===== src/rtl/s2base_pkg.sv =====
package s2base_pkg;
  // strobes from control to datapath
  typedef struct packed {
    logic load;      // capture this cycle
    logic wide;      // packed 52-bit layout selected
    logic rangeBad;  // exponent outside legal window
  } ctlStrobes_t;
endpackage


===== src/rtl/s2base_ctrl.sv =====
module s2base_ctrl
  import s2base_pkg::*;
#(
  parameter int X_W   = 6,
  parameter int PS_W  = 3,
  parameter int X_MIN = 1,
  parameter int X_MAX = 47,
  parameter logic [PS_W-1:0] WIDE_PS = 3'b110
) (
  input  logic            start,
  input  logic [PS_W-1:0] psField,
  input  logic            gran64k,
  input  logic [X_W-1:0]  alignExp,
  output ctlStrobes_t     ctl
);
  always_comb begin
    ctl.load     = start;
    ctl.wide     = (psField == WIDE_PS) && gran64k;
    ctl.rangeBad = (int'(alignExp) < X_MIN) || (int'(alignExp) > X_MAX);
  end
endmodule


===== src/rtl/s2base_dpath.sv =====
module s2base_dpath
  import s2base_pkg::*;
#(
  parameter int REG_W   = 64,
  parameter int PA_W    = 52,
  parameter int OA_W    = 48,
  parameter int X_W     = 6,
  parameter int Z_FLOOR = 6,
  parameter int HI_LSB  = 2
) (
  input  logic              clk,
  input  logic              rstN,
  input  ctlStrobes_t       ctl,
  input  logic [REG_W-1:0]  regVal,
  input  logic [X_W-1:0]    alignExp,
  input  logic              pa52Sup,
  output logic [PA_W-1:0]   baseAddr,
  output logic              sizeFault,
  output logic              misalignWarn,
  output logic              rangeErr
);
  localparam int HI_W = PA_W - OA_W;

  logic [OA_W-1:0] xMask, zMask, floorMask, lowBody;
  logic [X_W-1:0]  zExp;
  logic [HI_W-1:0] hiNib;
  logic [PA_W-1:0] addrNext;
  logic            resvNext, faultNext;
  logic            unusedBits;

  assign unusedBits = ^{regVal[REG_W-1:OA_W], regVal[0]};
  assign lowBody    = regVal[OA_W-1:0];
  assign hiNib      = regVal[HI_LSB+HI_W-1:HI_LSB];

  always_comb begin
    zExp      = (int'(alignExp) < Z_FLOOR) ? X_W'(Z_FLOOR) : alignExp;
    xMask     = (OA_W'(1) << alignExp) - OA_W'(1);
    zMask     = (OA_W'(1) << zExp) - OA_W'(1);
    floorMask = (OA_W'(1) << Z_FLOOR) - OA_W'(1);
    faultNext = ctl.wide && !pa52Sup && (hiNib != '0);
    if (ctl.rangeBad) begin
      addrNext = '0;
      resvNext = 1'b0;
    end else if (ctl.wide) begin
      addrNext = {hiNib, lowBody & ~zMask};
      resvNext = regVal[1] | (|(lowBody & xMask & ~floorMask));
    end else begin
      addrNext = {{HI_W{1'b0}}, lowBody & ~xMask};
      resvNext = |(lowBody & xMask & ~OA_W'(1));
    end
  end

  always_ff @(posedge clk) begin
    if (!rstN) begin
      baseAddr     <= '0;
      sizeFault    <= 1'b0;
      misalignWarn <= 1'b0;
      rangeErr     <= 1'b0;
    end else if (ctl.load) begin
      baseAddr     <= addrNext;
      sizeFault    <= faultNext;
      misalignWarn <= resvNext;
      rangeErr     <= ctl.rangeBad;
    end
  end

  // outputs hold without a strobe
  a_r2_hold: assert property (@(posedge clk) disable iff (!rstN)
    !ctl.load |=> ($stable(baseAddr) && $stable(sizeFault)
                   && $stable(misalignWarn) && $stable(rangeErr)));
  // plain layout keeps the top nibble clear
  a_r3_plain_hi: assert property (@(posedge clk) disable iff (!rstN)
    (ctl.load && !ctl.wide) |=> (baseAddr[PA_W-1:OA_W] == '0));
  // wide layout never sets bits below the floor
  a_r5_wide_floor: assert property (@(posedge clk) disable iff (!rstN)
    (ctl.load && ctl.wide) |=> (baseAddr[Z_FLOOR-1:0] == '0));
  // no fault when wide PAs are supported
  a_r7_sup_nofault: assert property (@(posedge clk) disable iff (!rstN)
    (ctl.load && pa52Sup) |=> !sizeFault);
  // a range error leaves a zero address and no warning
  a_r11_range_zero: assert property (@(posedge clk) disable iff (!rstN)
    rangeErr |-> (baseAddr == '0 && !misalignWarn));
endmodule


===== src/rtl/s2_base_former.sv =====
module s2_base_former
  import s2base_pkg::*;
#(
  parameter int REG_W   = 64,
  parameter int PA_W    = 52,
  parameter int OA_W    = 48,
  parameter int X_W     = 6,
  parameter int PS_W    = 3,
  parameter int X_MIN   = 1,
  parameter int X_MAX   = 47,
  parameter int Z_FLOOR = 6,
  parameter int HI_LSB  = 2,
  parameter logic [PS_W-1:0] WIDE_PS = 3'b110
) (
  input  logic             clk,
  input  logic             rstN,
  input  logic             start,
  input  logic [REG_W-1:0] regVal,
  input  logic [PS_W-1:0]  psField,
  input  logic             gran64k,
  input  logic [X_W-1:0]   alignExp,
  input  logic             pa52Sup,
  output logic [PA_W-1:0]  baseAddr,
  output logic             sizeFault,
  output logic             misalignWarn,
  output logic             rangeErr
);
  ctlStrobes_t ctl;

  s2base_ctrl #(
    .X_W(X_W), .PS_W(PS_W), .X_MIN(X_MIN), .X_MAX(X_MAX), .WIDE_PS(WIDE_PS)
  ) uCtrl (
    .start(start), .psField(psField), .gran64k(gran64k),
    .alignExp(alignExp), .ctl(ctl)
  );

  s2base_dpath #(
    .REG_W(REG_W), .PA_W(PA_W), .OA_W(OA_W), .X_W(X_W),
    .Z_FLOOR(Z_FLOOR), .HI_LSB(HI_LSB)
  ) uDpath (
    .clk(clk), .rstN(rstN), .ctl(ctl), .regVal(regVal),
    .alignExp(alignExp), .pa52Sup(pa52Sup), .baseAddr(baseAddr),
    .sizeFault(sizeFault), .misalignWarn(misalignWarn), .rangeErr(rangeErr)
  );
endmodule


===== config.mk =====
export PLATFORM = sky130hd
export DESIGN_NAME = s2_base_former
export DESIGN_NICKNAME = d
export VERILOG_FILES = /design/src/rtl/s2base_pkg.sv /design/src/rtl/s2base_ctrl.sv /design/src/rtl/s2base_dpath.sv /design/src/rtl/s2_base_former.sv
export SDC_FILE = /design/constraint.sdc
export NUM_CORES = 1
export LEC_CHECK = 0
export CORE_ASPECT_RATIO = 1.1
export CORE_MARGIN = 3
export CORE_UTILIZATION = 55
export CTS_CLUSTER_DIAMETER = 60
export DETAILED_ROUTE_END_ITERATION = 10
export DONT_BUFFER_PORTS = 1
export PLACE_DENSITY_LB_ADDON = 0.08
export SLEW_MARGIN = 15
export SYNTH_ARGS = -nofsm -noshare
export SYNTH_HDL_FRONTEND = slang
export SYNTH_SLANG_ARGS = --single-unit

===== constraint.sdc =====
create_clock -name clk -period 4.5 [get_ports clk]
set_input_delay 0.225 -clock clk [delete_from_list [all_inputs] [get_ports clk]]
set_output_delay 0.225 -clock clk [all_outputs]
set_load 0.03 [all_outputs]

==> qor.csv <==
metric;value;unit
drv_slew;0;
run_status;finished clean;
grt_usage;0.3345;
power_density;260.9;nW/um^2
cts-htree-levels;2;
synthCells;517;
finalCritPeriodShare;0.5784;
holdCritPathClass;in2reg;
ys_warn_count;0;
drc_errors;0;
areaGrowthSynthToFinish;0.3462;%
grt_first_pass_wirelength;21560;um
maximum_number_of_pins_on_one_net_before_global_route_repair;55;
top_signal_layer_used;met4;
max_cap_viol_count;0;
design.die.area;8287;um^2
wl_met1;5649;um
number_of_antenna_violating_nets_in_the_routed_design;0;
worstSetupPathType;in2reg;
routed_wirelength;13790;um
rrSetupSlack;2.61;ns
postSynthAreaPerCell;7.691;um^2
max_slew.worst_pin.slew;1.142;ns
post_cts.repair.setup_buffers;0;
max_freq;0.3842;GHz
grt-ovfl-total;0;
min_period;2.603;ns
cellLeakagePower;1.335;nW
drt-pass1-iter-count;7;
met2_length;6154;um
routed_wire_length_per_instance;24.62;um
reg2reg_from;uDpath.misalignWarn;
finClkSkew;0;ns
clkTransAtPathRegs;0.10;ns
cts-buffers-inserted;5;
finalCoreUtilization;0.5878;
setup-tns-final;0;ns
coreArea;6788;um^2
layout-drive-gt1-share;0.06067;
tritoncts_clock_tree;yes;
routed-wl-met3;1490;um
asyncSetResetFlopFracSynth;0;
maximum_clock_path_buffer_count;2;
setup.worst_path.start;alignExp[2];
cp_data_required_time;4.71;ns
synth_enable_flop_cells;0;
vias_in_the_first_global_route;3988;
slew-limit-headroom;0.2380;
endpoint_kind;flop;
final_cell_area;3990;um^2
dp.final_hpwl;9724;um
fin_nets;557;
critPathCapture;uDpath.misalignWarn;
initial_core_util;0.5858;
mostFrequentLayoutCell;sky130_fd_sc_hd__dfxtp_1;
die_x_extent;87.07;um
fillers;651;
cts_num_sinks;55;
ys_seq_elements;55;
drtIter0Drc;422;
setup_viol;0;
clk_latency;0.32;ns
grt_setup_unrepaired;no;
port-buffer-count;0;
final_cell_mix;sky130_fd_sc_hd__dfxtp_1 (55), sky130_fd_sc_hd__o21ai_0 (49), sky130_fd_sc_hd__nand2_1 (46);
antenna-diode-count;0;
synth_sequential_area_ratio;0.2769;
critPathLaunchType;input port;
ir_worst_vdd;0.0001451;V
largest_driver_fanout_on_the_critical_path;44;
critPathArrivalTime;2.81;ns
ys.flop_type;sky130_fd_sc_hd__dfxtp_1;
cts_resized;0;
r2r_cells;5;
post_synth_instance_area;3976;um^2
die-height;95.18;um
antenna_found_initial;0;
netlist-cell-type-count;77;
final_hold_viol_count;0;
floorplan.rows;31;
timing.rr.end;uDpath.misalignWarn;
dpl_cell_area;3885;um^2
via_total_after_detailed_routing;4231;
via_per_inst;7.555;
design.portCount;133;
hold-path-cell-count;1;
placer_s_final_routability_congestion_estimate;0.9451;
ctsRootBufferMaster;sky130_fd_sc_hd__clkbuf_8;
[worst max-delay path, cell delays in order]
cell                        delay, ns
sky130_fd_sc_hd__nor3_1          0.51
sky130_fd_sc_hd__nand2_1         0.11
sky130_fd_sc_hd__ha_1            0.31
sky130_fd_sc_hd__buf_4           0.27
sky130_fd_sc_hd__nand2b_1        0.19
sky130_fd_sc_hd__o21ai_0         0.10
sky130_fd_sc_hd__o311ai_0        0.38
sky130_fd_sc_hd__o2111ai_1       0.26
sky130_fd_sc_hd__a2111oi_2       0.33
sky130_fd_sc_hd__a31oi_1         0.13
[registers in the layout (all words and copies together) (netlist names)]
name and cells:
uDpath.sizeFault 1, uDpath.misalignWarn 1, uDpath.baseAddr 52, uDpath.rangeErr 1
[cells in the mapped netlist, types with 4 or more instances]
master,count,area (um^2)
sky130_fd_sc_hd__a211oi_1,7,52.55
sky130_fd_sc_hd__a21o_1,4,30.03
sky130_fd_sc_hd__a21oi_1,29,145.1
sky130_fd_sc_hd__a22o_1,6,52.55
sky130_fd_sc_hd__a31oi_1,6,37.54
sky130_fd_sc_hd__a32o_1,37,370.4
sky130_fd_sc_hd__and2_1,4,25.02
sky130_fd_sc_hd__and3_1,4,25.02
sky130_fd_sc_hd__buf_2,11,55.05
sky130_fd_sc_hd__clkbuf_1,37,138.9
sky130_fd_sc_hd__dfxtp_1,55,1101
sky130_fd_sc_hd__inv_1,11,41.29
sky130_fd_sc_hd__nand2_1,46,172.7
sky130_fd_sc_hd__nand2b_1,5,31.28
sky130_fd_sc_hd__nand3_1,16,80.08
sky130_fd_sc_hd__nor2_1,30,112.6
sky130_fd_sc_hd__nor3_1,18,90.09
sky130_fd_sc_hd__nor4_1,5,31.28
sky130_fd_sc_hd__o211ai_1,10,75.07
sky130_fd_sc_hd__o21a_1,5,37.54
sky130_fd_sc_hd__o21ai_0,49,245.2
sky130_fd_sc_hd__o22ai_1,4,25.02
sky130_fd_sc_hd__o2bb2ai_1,4,35.03
sky130_fd_sc_hd__o31ai_1,8,60.06
sky130_fd_sc_hd__o32ai_1,4,35.03
sky130_fd_sc_hd__or3_1,9,56.30
sky130_fd_sc_hd__or4_1,7,52.55
sky130_fd_sc_hd__xnor2_1,8,70.07
[worst min path at each step]
stage	start	to	slack, ns
floorplan	start	uDpath.rangeErr	0.32
global placement	start	uDpath.rangeErr	0.32
detailed placement	start	uDpath.rangeErr	0.33
CTS	regVal[15]	uDpath.baseAddr[15]	0.02
global route	regVal[47]	uDpath.baseAddr[47]	0.01
finish	regVal[15]	uDpath.baseAddr[15]	0.02
[area by class of cell]
cell class	count	area, um^2	area share
clock buffers	7	86.33	0.02164
clock inverters	1	8.758	0.002195
inverters	12	45.04	0.01129
multi-input cells	397	2599	0.6513
flip-flops and latches	55	1101	0.2759
well taps	82	102.6	0.02571
repair buffers	6	47.55	0.01192
[what timing repair did]
action	CTS	global route
hold endpoints to repair	1	0
setup endpoints to repair	0	0
hold buffers	1	0
[power by group]
part | switching (W) | internal [W]
clock network | 0.000176 | 0.000127
logic | 0.000120 | 0.0000787
registers | 0.0000381 | 0.000501
total | 0.000334 | 0.000707
[stage by stage]
step	hold slack (ns)	total power, W	cells	worst slack [ns]
after CTS	0.02185	0.001038	560	1.986
after detailed placement	0.3273	0.0007424	551	1.646
after floorplan	0.3174	0.0007251	518	1.526
after global routing	0.01000	0.001081	560	1.795
after global placement	0.3214	0.0007400	551	1.672
final	0.02085	0.001041	560	1.897
[cells by family after synthesis]
family,synth area share
xor gates and xnor gates,0.02423
and+or+nand+nor,0.2133
buffers and inverters,0.07237
DFF,0.2769
adders and majority gates,0.006292
AOI/OAI and AO/OA,0.3870
other,0.0009431
muxes,0.01888
[metal layers]
| layer | up-vias | global-route usage |
|---|---|---|
| li1 | 1919 | - |
| met1 | 1998 | 0.4456 |
| met2 | 270 | 0.5291 |
| met3 | 44 | 0.06828 |
| met4 | 0 | 0.1260 |
| met5 | - | 0 |
Note: power is estimated with default switching activity, not from simulation.
